File: config.mk
export PLATFORM = sky130hd
export DESIGN_NAME = rdma_ready_tracker
export DESIGN_NICKNAME = d
export VERILOG_FILES = /design/src/rtl/rdma_ready_pkg.sv /design/src/rtl/rdma_byte_counter.sv /design/src/rtl/rdma_ready_flags.sv /design/src/rtl/rdma_ready_tracker.sv
export SDC_FILE = /design/constraint.sdc
export NUM_CORES = 1
export LEC_CHECK = 0
export BUFFER_PORTS_ARGS = -buffer_cell sky130_fd_sc_hd__buf_2
export CORE_AREA = 10 10 77 95
export CTS_CLUSTER_DIAMETER = 150
export DETAILED_ROUTE_END_ITERATION = 6
export DIE_AREA = 0 0 87 105
export GPL_TIMING_DRIVEN = 1
export PLACE_DENSITY_LB_ADDON = 0.12
export REMOVE_ABC_BUFFERS = 1
export SLEW_MARGIN = 20
export SYNTH_ARGS = -nofsm -noshare
export SYNTH_HDL_FRONTEND = slang
export SYNTH_SLANG_ARGS = --single-unit
File: constraint.sdc
create_clock -name clk_i -period 3.6 [get_ports clk_i]
set_clock_uncertainty 0.1 [all_clocks]
set_input_delay 0 -clock clk_i [delete_from_list [all_inputs] [get_ports clk_i]]
set_output_delay 0 -clock clk_i [all_outputs]
set_load 0.01 [all_outputs]
File: src/rtl/rdma_ready_pkg.sv
package rdma_ready_pkg;
  localparam int unsigned STATUS_W  = 8;
  localparam int unsigned DEV_BIT   = 4;
  localparam int unsigned RDATA_BIT = 5;
  localparam int unsigned DONE_BIT  = 6;
  localparam int unsigned N_BUSY    = 4;

  typedef struct packed {
    logic dma_done;
    logic rd_rdy;
    logic dev_rdy;
  } rdy_flags_t;
endpackage

File: src/rtl/rdma_byte_counter.sv
module rdma_byte_counter #(
  parameter int unsigned BYTE_W = 8,
  parameter int unsigned N_LANE = 2,
  localparam int unsigned CNT_W = BYTE_W * N_LANE
) (
  input  logic              clk_i,
  input  logic              rst_ni,
  input  logic [N_LANE-1:0] lane_wr_i,
  input  logic [BYTE_W-1:0] wdata_i,
  input  logic              access_i,
  input  logic              wide_i,
  output logic [CNT_W-1:0]  cnt_o,
  output logic              done_o
);
  logic [CNT_W-1:0] cnt_q, cnt_d, step;
  logic             done_q, done_d;

  assign step = wide_i ? CNT_W'(2) : CNT_W'(1);

  always_comb begin
    cnt_d  = cnt_q;
    done_d = done_q;
    if (|lane_wr_i) begin
      // load wins over a same-cycle access
      for (int i = 0; i < int'(N_LANE); i++) begin
        if (lane_wr_i[i]) cnt_d[i*BYTE_W +: BYTE_W] = wdata_i;
      end
      done_d = 1'b0;
    end else if (access_i) begin
      cnt_d  = (cnt_q > step) ? cnt_q - step : '0;
      done_d = (cnt_q <= step);
    end
  end

  always_ff @(posedge clk_i or negedge rst_ni) begin
    if (!rst_ni) begin
      cnt_q  <= '0;
      done_q <= 1'b0;
    end else begin
      cnt_q  <= cnt_d;
      done_q <= done_d;
    end
  end

  assign cnt_o  = cnt_q;
  assign done_o = done_q;
endmodule

File: src/rtl/rdma_ready_flags.sv
module rdma_ready_flags #(
  parameter int unsigned N_BUSY = 4
) (
  input  logic              clk_i,
  input  logic              rst_ni,
  input  logic [N_BUSY-1:0] busy_i,
  input  logic              rd_cmd_i,
  input  logic              fifo_valid_i,
  output logic              dev_rdy_o,
  output logic              rd_rdy_o
);
  logic dev_q, rd_q;

  always_ff @(posedge clk_i or negedge rst_ni) begin
    if (!rst_ni) begin
      dev_q <= 1'b0;
      rd_q  <= 1'b0;
    end else begin
      dev_q <= ~|busy_i;
      if (rd_cmd_i)          rd_q <= 1'b0;
      else if (fifo_valid_i) rd_q <= 1'b1;
    end
  end

  assign dev_rdy_o = dev_q;
  assign rd_rdy_o  = rd_q;
endmodule

File: src/rtl/rdma_ready_tracker.sv
module rdma_ready_tracker
  import rdma_ready_pkg::*;
#(
  parameter int unsigned BYTE_W = 8,
  localparam int unsigned CNT_W = 2 * BYTE_W
) (
  input  logic                clk_i,
  input  logic                rst_ni,
  input  logic                sw_reset_i,
  input  logic                power_save_i,
  input  logic                cfg_load_i,
  input  logic                lpbk_switch_i,
  input  logic                cnt_lo_wr_i,
  input  logic                cnt_hi_wr_i,
  input  logic [BYTE_W-1:0]   cnt_wdata_i,
  input  logic                rd_cmd_i,
  input  logic                fifo_valid_i,
  input  logic                dp_access_i,
  input  logic                wide_mode_i,
  output logic [STATUS_W-1:0] status_o,
  output logic [CNT_W-1:0]    remain_cnt_o
);
  rdy_flags_t flags;

  rdma_ready_flags #(.N_BUSY(N_BUSY)) i_flags (
    .clk_i        (clk_i),
    .rst_ni       (rst_ni),
    .busy_i       ({lpbk_switch_i, cfg_load_i, power_save_i, sw_reset_i}),
    .rd_cmd_i     (rd_cmd_i),
    .fifo_valid_i (fifo_valid_i),
    .dev_rdy_o    (flags.dev_rdy),
    .rd_rdy_o     (flags.rd_rdy)
  );

  rdma_byte_counter #(.BYTE_W(BYTE_W), .N_LANE(2)) i_cnt (
    .clk_i     (clk_i),
    .rst_ni    (rst_ni),
    .lane_wr_i ({cnt_hi_wr_i, cnt_lo_wr_i}),
    .wdata_i   (cnt_wdata_i),
    .access_i  (dp_access_i),
    .wide_i    (wide_mode_i),
    .cnt_o     (remain_cnt_o),
    .done_o    (flags.dma_done)
  );

  always_comb begin
    status_o            = '0;
    status_o[DEV_BIT]   = flags.dev_rdy;
    status_o[RDATA_BIT] = flags.rd_rdy;
    status_o[DONE_BIT]  = flags.dma_done;
  end
endmodule

# --- Word level (Yosys, flattened, before mapping) ---
# Cells that the tools add are included.
totals:
  elab_cells: 27
  in_bits: 20
  regBits: 19
  output_inout_bits: 24
classes:
  n_reduce_logical: 7
  eq_ne: 2
  muxes: 10
  addsub: 1
  magnitude_cmp: 2
op_table:
  columns: ["operator", "n"]
  rows:
  - ["$mux W16", 3]
  - ["$gt A16 B16 Y1", 1]
  - ["$le A16 B16 Y1", 1]
  - ["$mux W8", 2]
  - ["$sub A16 B16 Y16", 1]
  - ["$mux W1", 4]
  - ["$ne A2 B2 Y1 const B", 2]
  - ["$reduce_and A2 Y1", 2]
  - ["$reduce_bool A2 Y1", 2]
  - ["$reduce_or A4 Y1", 1]
  - ["$mux W2", 1]
  - ["$reduce_or A2 Y1", 1]
  - ["$logic_not A1 Y1", 1]

# --- Depth between registers and ports, before layout ---
# Gate-level depths: netlist of the first run.
logic_depth:
  word_depth: 5
  depth_mapped: 10

# --- Modules after synthesis ---
# A second synthesis of the first run with hierarchy kept.
hier_totals:
  hier_cells: 127
  area_unflattened_um2: 1202.4
by_module_without_submodules:
  columns: ["mod", "instances", "cells_each", "area_per_inst_um2"]
  rows:
  - ["rdma_byte_counter", 1, 117, 1088.5]
  - ["rdma_ready_flags", 1, 4, 72.6]
  - ["rdma_ready_tracker", 1, 6, 41.3]

# --- Least setup slack after synthesis of the first run ---
# Ideal clock, no wire load.
synth_timing:
  path_type: "register to register"
  start: "reg i_cnt.cnt_q[1], in the netlist i_cnt.cnt_o[1]"
  end: "reg i_cnt.cnt_q[15], in the netlist i_cnt.cnt_o[15]"
  slack_ps: 989
  stages_incl_launch_ff: 6
  setup_ps: 69
  n_path_buf: 0
  arrival_ps: 2442
  required_ps: 3431
  cell_sequence: "dfrtp_1 -> ha_1 -> a2111oi_1 -> nand2_1 -> or4_2 -> nand3_1"
synth_between:
  elab_chain_cells: 4
synth_lines:
  columns: ["element", "line", "source"]
  rows:
  - ["start: declaration", "rdma_byte_counter.sv:15", "logic [CNT_W-1:0] cnt_q, cnt_d, step;"]
  - ["start signal: assignment", "rdma_byte_counter.sv:40", "cnt_q <= cnt_d;"]
  - ["$sub A16 B16 Y16 / $gt A16 B16 Y1 (equally long branches)", "rdma_byte_counter.sv:30", "cnt_d = (cnt_q > step) ? cnt_q - step : '0;"]
  - ["$mux W16 *", "rdma_byte_counter.sv:30", null]
  - ["$mux W16 *", "rdma_byte_counter.sv:29", "end else if (access_i) begin"]
  - ["$mux W16 *", "rdma_byte_counter.sv:23", "if (|lane_wr_i) begin"]
# Every way passes the cells marked *; elsewhere a longest branch is shown, timed or not. The select of a mux whose other input is x is not followed.
# A chain may end at the register's enable or synchronous reset.

# --- Final worst setup path of the first run ---
layout_timing:
  start: "reg i_cnt.cnt_q[11], in the netlist i_cnt.cnt_o[11]"
  end: "reg i_cnt.cnt_q[6], in the netlist i_cnt.cnt_o[6]"
layout_between:
  elab_chain_cells: 4
layout_lines:
  columns: ["element", "line"]
  rows:
  - ["$gt A16 B16 Y1", "rdma_byte_counter.sv:30"]
  - ["$mux W16", "rdma_byte_counter.sv:30"]
  - ["$mux W16", "rdma_byte_counter.sv:29"]
  - ["$mux W16", "rdma_byte_counter.sv:23"]
# No other way between the ends. The select of a mux whose other input is x is not followed.

==> results of run 1 <==
[flip-flops by register name, summed over array words and instances, names as in the netlist]
name / flops
i_cnt.cnt_o: 16
i_cnt.done_o: 1
i_flags.dev_rdy_o: 1
i_flags.rd_rdy_o: 1
[cells by family (layout without fill, tap and decap cells)]
group | after synthesis | after routing | synth area share
muxes | 1 | 1 | 0.00757
AOI/OAI and AO/OA | 42 | 42 | 0.240
DFF | 19 | 19 | 0.360
adders and majority gates | 3 | 3 | 0.0341
other | 1 | 5 | 0.00284
buffers and inverters | 25 | 65 | 0.123
and+or+nand+nor | 54 | 54 | 0.233
[stage by stage]
step | setup slack, ns | cell area [um2]
6_report | 0.798 | 1670
3_5_place_dp | 0.797 | 1480
3_3_place_gp | 0.873 | 1480
2_1_floorplan | 0.987 | 1200
4_1_cts | 0.790 | 1670
5_1_grt | 0.661 | 1670
[power by group through the flow]
stage / clock network, W / logic, W / registers (W)
after detailed placement: 0 / 0.000171 / 0.000274
final: 0.000159 / 0.000181 / 0.000270
after global placement: 0 / 0.000172 / 0.000273
after floorplan: 0 / 0.0000836 / 0.000278
after CTS: 0.000163 / 0.000184 / 0.000270
after global routing: 0.000172 / 0.000204 / 0.000275
[cell type report]
| cell class | count | area [um2] |
|---|---|---|
| multi-input cells | 105 | 699 |
| repair buffers | 53 | 338 |
| clock inverters | 1 | 5.00 |
| fillers | 582 | 3770 |
| well taps | 64 | 80.1 |
| inverters | 8 | 30.0 |
| flip-flops and latches | 19 | 475 |
| clock buffers | 3 | 41.3 |
[worst max path at each step]
stage	start	end	slack [ns]
4_1_cts	i_cnt.cnt_o[11]	i_cnt.cnt_o[6]	0.79
6_report	i_cnt.cnt_o[11]	i_cnt.cnt_o[6]	0.80
3_3_place_gp	i_cnt.cnt_o[11]	i_cnt.cnt_o[6]	0.87
5_1_grt	i_cnt.cnt_o[11]	i_cnt.cnt_o[6]	0.66
3_5_place_dp	i_cnt.cnt_o[11]	i_cnt.cnt_o[6]	0.80
2_1_floorplan	i_cnt.cnt_o[1]	i_cnt.cnt_o[15]	0.99
[worst reg2reg max path: cells and delay by family (launching register included)]
kind,cells,cell delay (ns)
simple gates,2,1.22
flops,1,0.46
compound gates,3,0.92
[cell usage in the layout (no fill, tap or decap), types with 2 or more instances in the layout]
cell / synthesis / final
nor4b_1: 2 / 2
or2_2: 2 / 2
or4_2: 4 / 4
a22oi_1: 6 / 6
dfrtp_1: 19 / 19
dlygate4sd3_1: 0 / 14
buf_2: 1 / 38
nand4_1: 2 / 2
conb_1: 1 / 5
o21a_1: 2 / 2
inv_1: 8 / 8
a21oi_1: 8 / 8
clkbuf_8: 0 / 3
nor4_1: 2 / 2
a221o_1: 4 / 4
nor3_1: 7 / 7
or4_1: 2 / 2
nor2_1: 6 / 6
nand2_1: 10 / 10
ha_1: 2 / 2
o21ai_0: 4 / 4
o311ai_0: 4 / 4
nand3_1: 9 / 9
[routing by layer]
| layer | up-vias | GRT usage | part of all wire |
|---|---|---|---|
| met4 | 0 | 0.0348 | 0.0052 |
| met2 | 62 | 0.154 | 0.48 |
| met3 | 2 | 0.0241 | 0.079 |
| met1 | 656 | 0.122 | 0.44 |
| met5 | - | 0 | 0 |
| li1 | 626 | - | - |
[repair_timing]
| item | CTS | global route |
|---|---|---|
| resized for setup | 0 | 0 |
| hold buffers | 14 | 0 |
| hold endpoints to repair | 35 | 0 |
==> results.json, run 1 <==
{
  "seqPwrFrac": 0.442,
  "synth.largest_area_cell": "dfrtp_1",
  "start_util": 0.243,
  "synth_edf_count": 0,
  "min_period_over_period": 0.778,
  "hold_depth": 3,
  "synthFlopType": "dfrtp_1",
  "drt_wl_total_mm": 4.41,
  "synth_top_area_share": 0.360,
  "yosysMostFrequentCell": "dfrtp_1",
  "avgRoutedWirePerCell_um": 17.4,
  "synth_cells": 145,
  "drv_slew": 0,
  "hold_end": "i_cnt.done_o",
  "path_max_fanout": 11,
  "swShare": 0.354,
  "crit_required_ns": 3.66,
  "synth_area_leaders": "dfrtp_1 36%, buf_4 4.5%, nand3_1 3.4%",
  "dieArea_um2": 9140,
  "final_cells": 253,
  "setup_viol": 0,
  "portBuffers": 38,
  "ios": 44,
  "cts.reportedPaths.clkPinSlew_ns": 0.08,
  "cellPowerDensity_nw_per_um2": 366,
  "fin_nets": 213,
  "drive_above_1_share": 0.296,
  "cts_tree": "done",
  "diodes": 0,
  "overflow": 0,
  "relSlewSlack": 0.311,
  "gp_congestion": 0.855,
  "clock_power_share": 0.261,
  "cts_sinks": 19,
  "grt_pass1_vias": 1414,
  "min_period_ns": 2.80,
  "total_power_w": 0.000610,
  "path_cells": "or4_4 > or4_1 > o21ai_2 > o21bai_2 > a221o_1",
  "grt_util_all_layers": 0.0967,
  "worstPathArrival_ns": 2.86,
  "cts_setup_buffers": 0,
  "maxCapViolCount": 0,
  "h-tree-depth": 1,
  "min_from": "dp_access_i",
  "synth-warning-count": 0,
  "crit_path_end_kind": "flop",
  "drtIter0Drc": 113,
  "r2r_slack_ns": 0.80,
  "fin_tns_setup_ns": 0,
  "crit_cells": 5,
  "cp-start-kind": "flop",
  "r2r_start": "i_cnt.cnt_o[11]",
  "ir_drop_v": 0.000102,
  "via_per_inst": 5.32,
  "drc_errors": 0,
  "dpl.cell_count": 235,
  "area_growth_pct": 26.2,
  "ys_ff_latch": 19,
  "synth_commonest_cells": "19 x dfrtp_1, 10 x nand2_1, 9 x nand3_1",
  "synth-async-reset-ratio": 1.00,
  "slowest_delay_ns": 0.64,
  "vias": 1346,
  "netSwitchingPower_w": 0.000216,
  "min_path_type": "in -> reg",
  "hold_viol": 0,
  "cts_buffers": 3,
  "post-route-util": 0.307,
  "synth_area_um2": 1320,
  "first_pass_iters": 4,
  "syn_avg_cell_area_um2": 9.12,
  "worstReg2RegEnd": "i_cnt.cnt_o[6]",
  "num_rows": 30,
  "fp.dieW_um": 87,
  "synth.distinct_cells": 50,
  "rsz0062_at_grt": "no",
  "grt_max_degree": 20,
  "fmax_ghz": 0.357,
  "worstMarginPinSlew_ns": 1.03,
  "fin_hold_ws_ns": 0.0183,
  "clkLatencyLatePin_ns": 0.27,
  "power_report.internal_total_w": 0.000394,
  "crit_slowest_cell": "or4_1",
  "dieHeight_um": 105,
  "root_buffer": "clkbuf_8",
  "grt_first_pass_wirelength_mm": 7.28,
  "outcome": "complete, no violations",
  "synth_seq_area_share": 0.360,
  "p_comb_frac": 0.297,
  "dp_hpwl_mm": 3.37,
  "r2r_cells": 5,
  "criticalPathCategory": "reg -> reg",
  "drtAntennaViolNets": 0,
  "leakagePower_nw": 0.736,
  "antenna_found_initial": 0,
  "cpLargestDelayFamily": "simple AND/OR/NAND/NOR gates",
  "core_um2": 5440,
  "clk_path_buf_depth": 2,
  "crit_buf_inv": 0
}
Note: power is estimated with default switching activity, not from simulation.
==> run 2, diff against run 1 <==
Clock period 3.6 ns to 2.8 ns, I/O delays scaled along.
==> results.json, run 2 (synthesis gave the netlist of run 1 again) <==
{
  "h-tree-depth": 1,
  "cts_tree": "done",
  "fin_nets": 217,
  "crit_cells": 8,
  "drtIter0Drc": 81,
  "crit_required_ns": 2.90,
  "cts.reportedPaths.clkPinSlew_ns": 0.08,
  "gp_congestion": 0.810,
  "r2r_slack_ns": 0.16,
  "cpLargestDelayFamily": "simple AND/OR/NAND/NOR gates",
  "dpl.cell_count": 240,
  "slowest_delay_ns": 0.55,
  "leakagePower_nw": 0.752,
  "rsz0062_at_grt": "no",
  "drv_slew": 0,
  "grt_first_pass_wirelength_mm": 7.41,
  "cts_setup_buffers": 0,
  "final_cells": 257,
  "diodes": 0,
  "via_per_inst": 5.19,
  "post-route-util": 0.311,
  "num_rows": 30,
  "clk_path_buf_depth": 2,
  "relSlewSlack": 0.387,
  "crit_buf_inv": 1,
  "portBuffers": 38,
  "grt_pass1_vias": 1447,
  "maxCapViolCount": 0,
  "area_growth_pct": 28.2,
  "largest_register_ff_count": 16,
  "drtAntennaViolNets": 0,
  "outcome": "complete, no violations",
  "hold_depth": 3,
  "overflow": 0,
  "avgRoutedWirePerCell_um": 17.2,
  "start_util": 0.243,
  "fin_tns_setup_ns": 0,
  "hold_viol": 0,
  "vias": 1335,
  "crit_path_end_kind": "flop",
  "cts_buffers": 3,
  "r2r_cells": 8,
  "crit_slowest_cell": "or4_2",
  "cp-start-kind": "flop",
  "setup_viol": 0,
  "antenna_found_initial": 0,
  "cp-endpoint": "i_cnt.cnt_o[14]",
  "grt_max_degree": 20,
  "r2r_start": "i_cnt.cnt_o[0]",
  "worstMarginPinSlew_ns": 0.919,
  "fp.dieW_um": 87,
  "path_max_fanout": 4,
  "cts_sinks": 19,
  "ir_drop_v": 0.000141,
  "dieHeight_um": 105,
  "post_cts_resized": 0,
  "clkLatencyLatePin_ns": 0.26,
  "crit_start": "i_cnt.cnt_o[0]",
  "final-seq-area_um2": 475,
  "drive_above_1_share": 0.311,
  "layout_commonest_cell": "buf_2",
  "fmax_ghz": 0.379,
  "criticalPathCategory": "reg -> reg",
  "min_period_ns": 2.64,
  "cellPowerDensity_nw_per_um2": 464,
  "worstPathArrival_ns": 2.74,
  "hold_buffers": 13,
  "drc_errors": 0,
  "core_um2": 5440,
  "grt_util_all_layers": 0.0986,
  "min_path_type": "in -> reg",
  "min_period_over_period": 0.943,
  "first_pass_iters": 4,
  "root_buffer": "clkbuf_8",
  "fin_hold_ws_ns": 0.000700,
  "ios": 44,
  "dp_hpwl_mm": 3.43,
  "drt_wl_total_mm": 4.42,
  "dieArea_um2": 9140,
  "final_cell_mix": "38 x buf_2, 19 x dfrtp_1, 13 x dlygate4sd3_1",
  "multi_input_comb_area_um2": 699,
  "nFillCells": 598,
  "worstReg2RegEnd": "i_cnt.cnt_o[14]",
  "path_cells": "inv_1 > ha_1 > fa_1 > or3b_2 > nor4_1 > nand2_1 > or4_2 > nand3_1"
}
## run 2: cell count changes in the layout (fill, tap and decap cells not counted), sizes merged
cell	before	now
dlygate4sd3	14	13
clkbuf	3	4
clkinv	1	0
buf	39	44
## run 2: cell type report
type                            instances  share of cell area
Timing Repair Buffer                   57               0.215
Multi-Input combinational cell        105               0.413
Tap cell                               64              0.0472
Sequential cell                        19               0.280
Inverter                                8              0.0177
Clock buffer                            4              0.0266
## run 2: where the power goes
group	leakage (nW)	total, W	internal, W	switching (W)
registers	0.232	0.000341	0.000305	0.0000364
clock network	0.0228	0.000200	0.000102	0.0000985
logic	0.497	0.000246	0.000109	0.000136
## run 2: how the worst min path moves through the flow
stage | start | to | slack, ns
final | cnt_lo_wr_i | i_cnt.cnt_o[7] | 0.0007
after global routing | cnt_lo_wr_i | i_cnt.cnt_o[7] | 0.03
after CTS | cnt_lo_wr_i | i_cnt.cnt_o[7] | 0.007
after detailed placement | rst_ni | i_cnt.cnt_o[2] | -0.12
after global placement | rst_ni | i_cnt.cnt_o[2] | -0.12
after floorplan | rst_ni | i_cnt.cnt_o[0] | -0.40
## run 2: per-layer routing
layer	global-route usage	vias up	share of wire
met4	0.0371	0	0.014
met2	0.161	54	0.48
li1	-	640	-
met5	0	-	0
met3	0.0225	7	0.060
met1	0.121	634	0.45
## run 2: worst reg2reg max path, delay by kind of cell (launching register included)
family | cells | cell delay [ns]
and+or+nand+nor | 5 | 1.60
adders and majority gates | 2 | 0.42
DFF | 1 | 0.40
buffers and inverters | 1 | 0.07
## run 2: metrics by stage
stage               power [W]  setup slack [ns]  area (um2)
detailed placement   0.000581             0.182        1520
floorplan            0.000465             0.187        1200
global route         0.000846            0.0544        1700
global placement     0.000582             0.195        1520
finish               0.000787             0.160        1700
CTS                  0.000799             0.160        1700
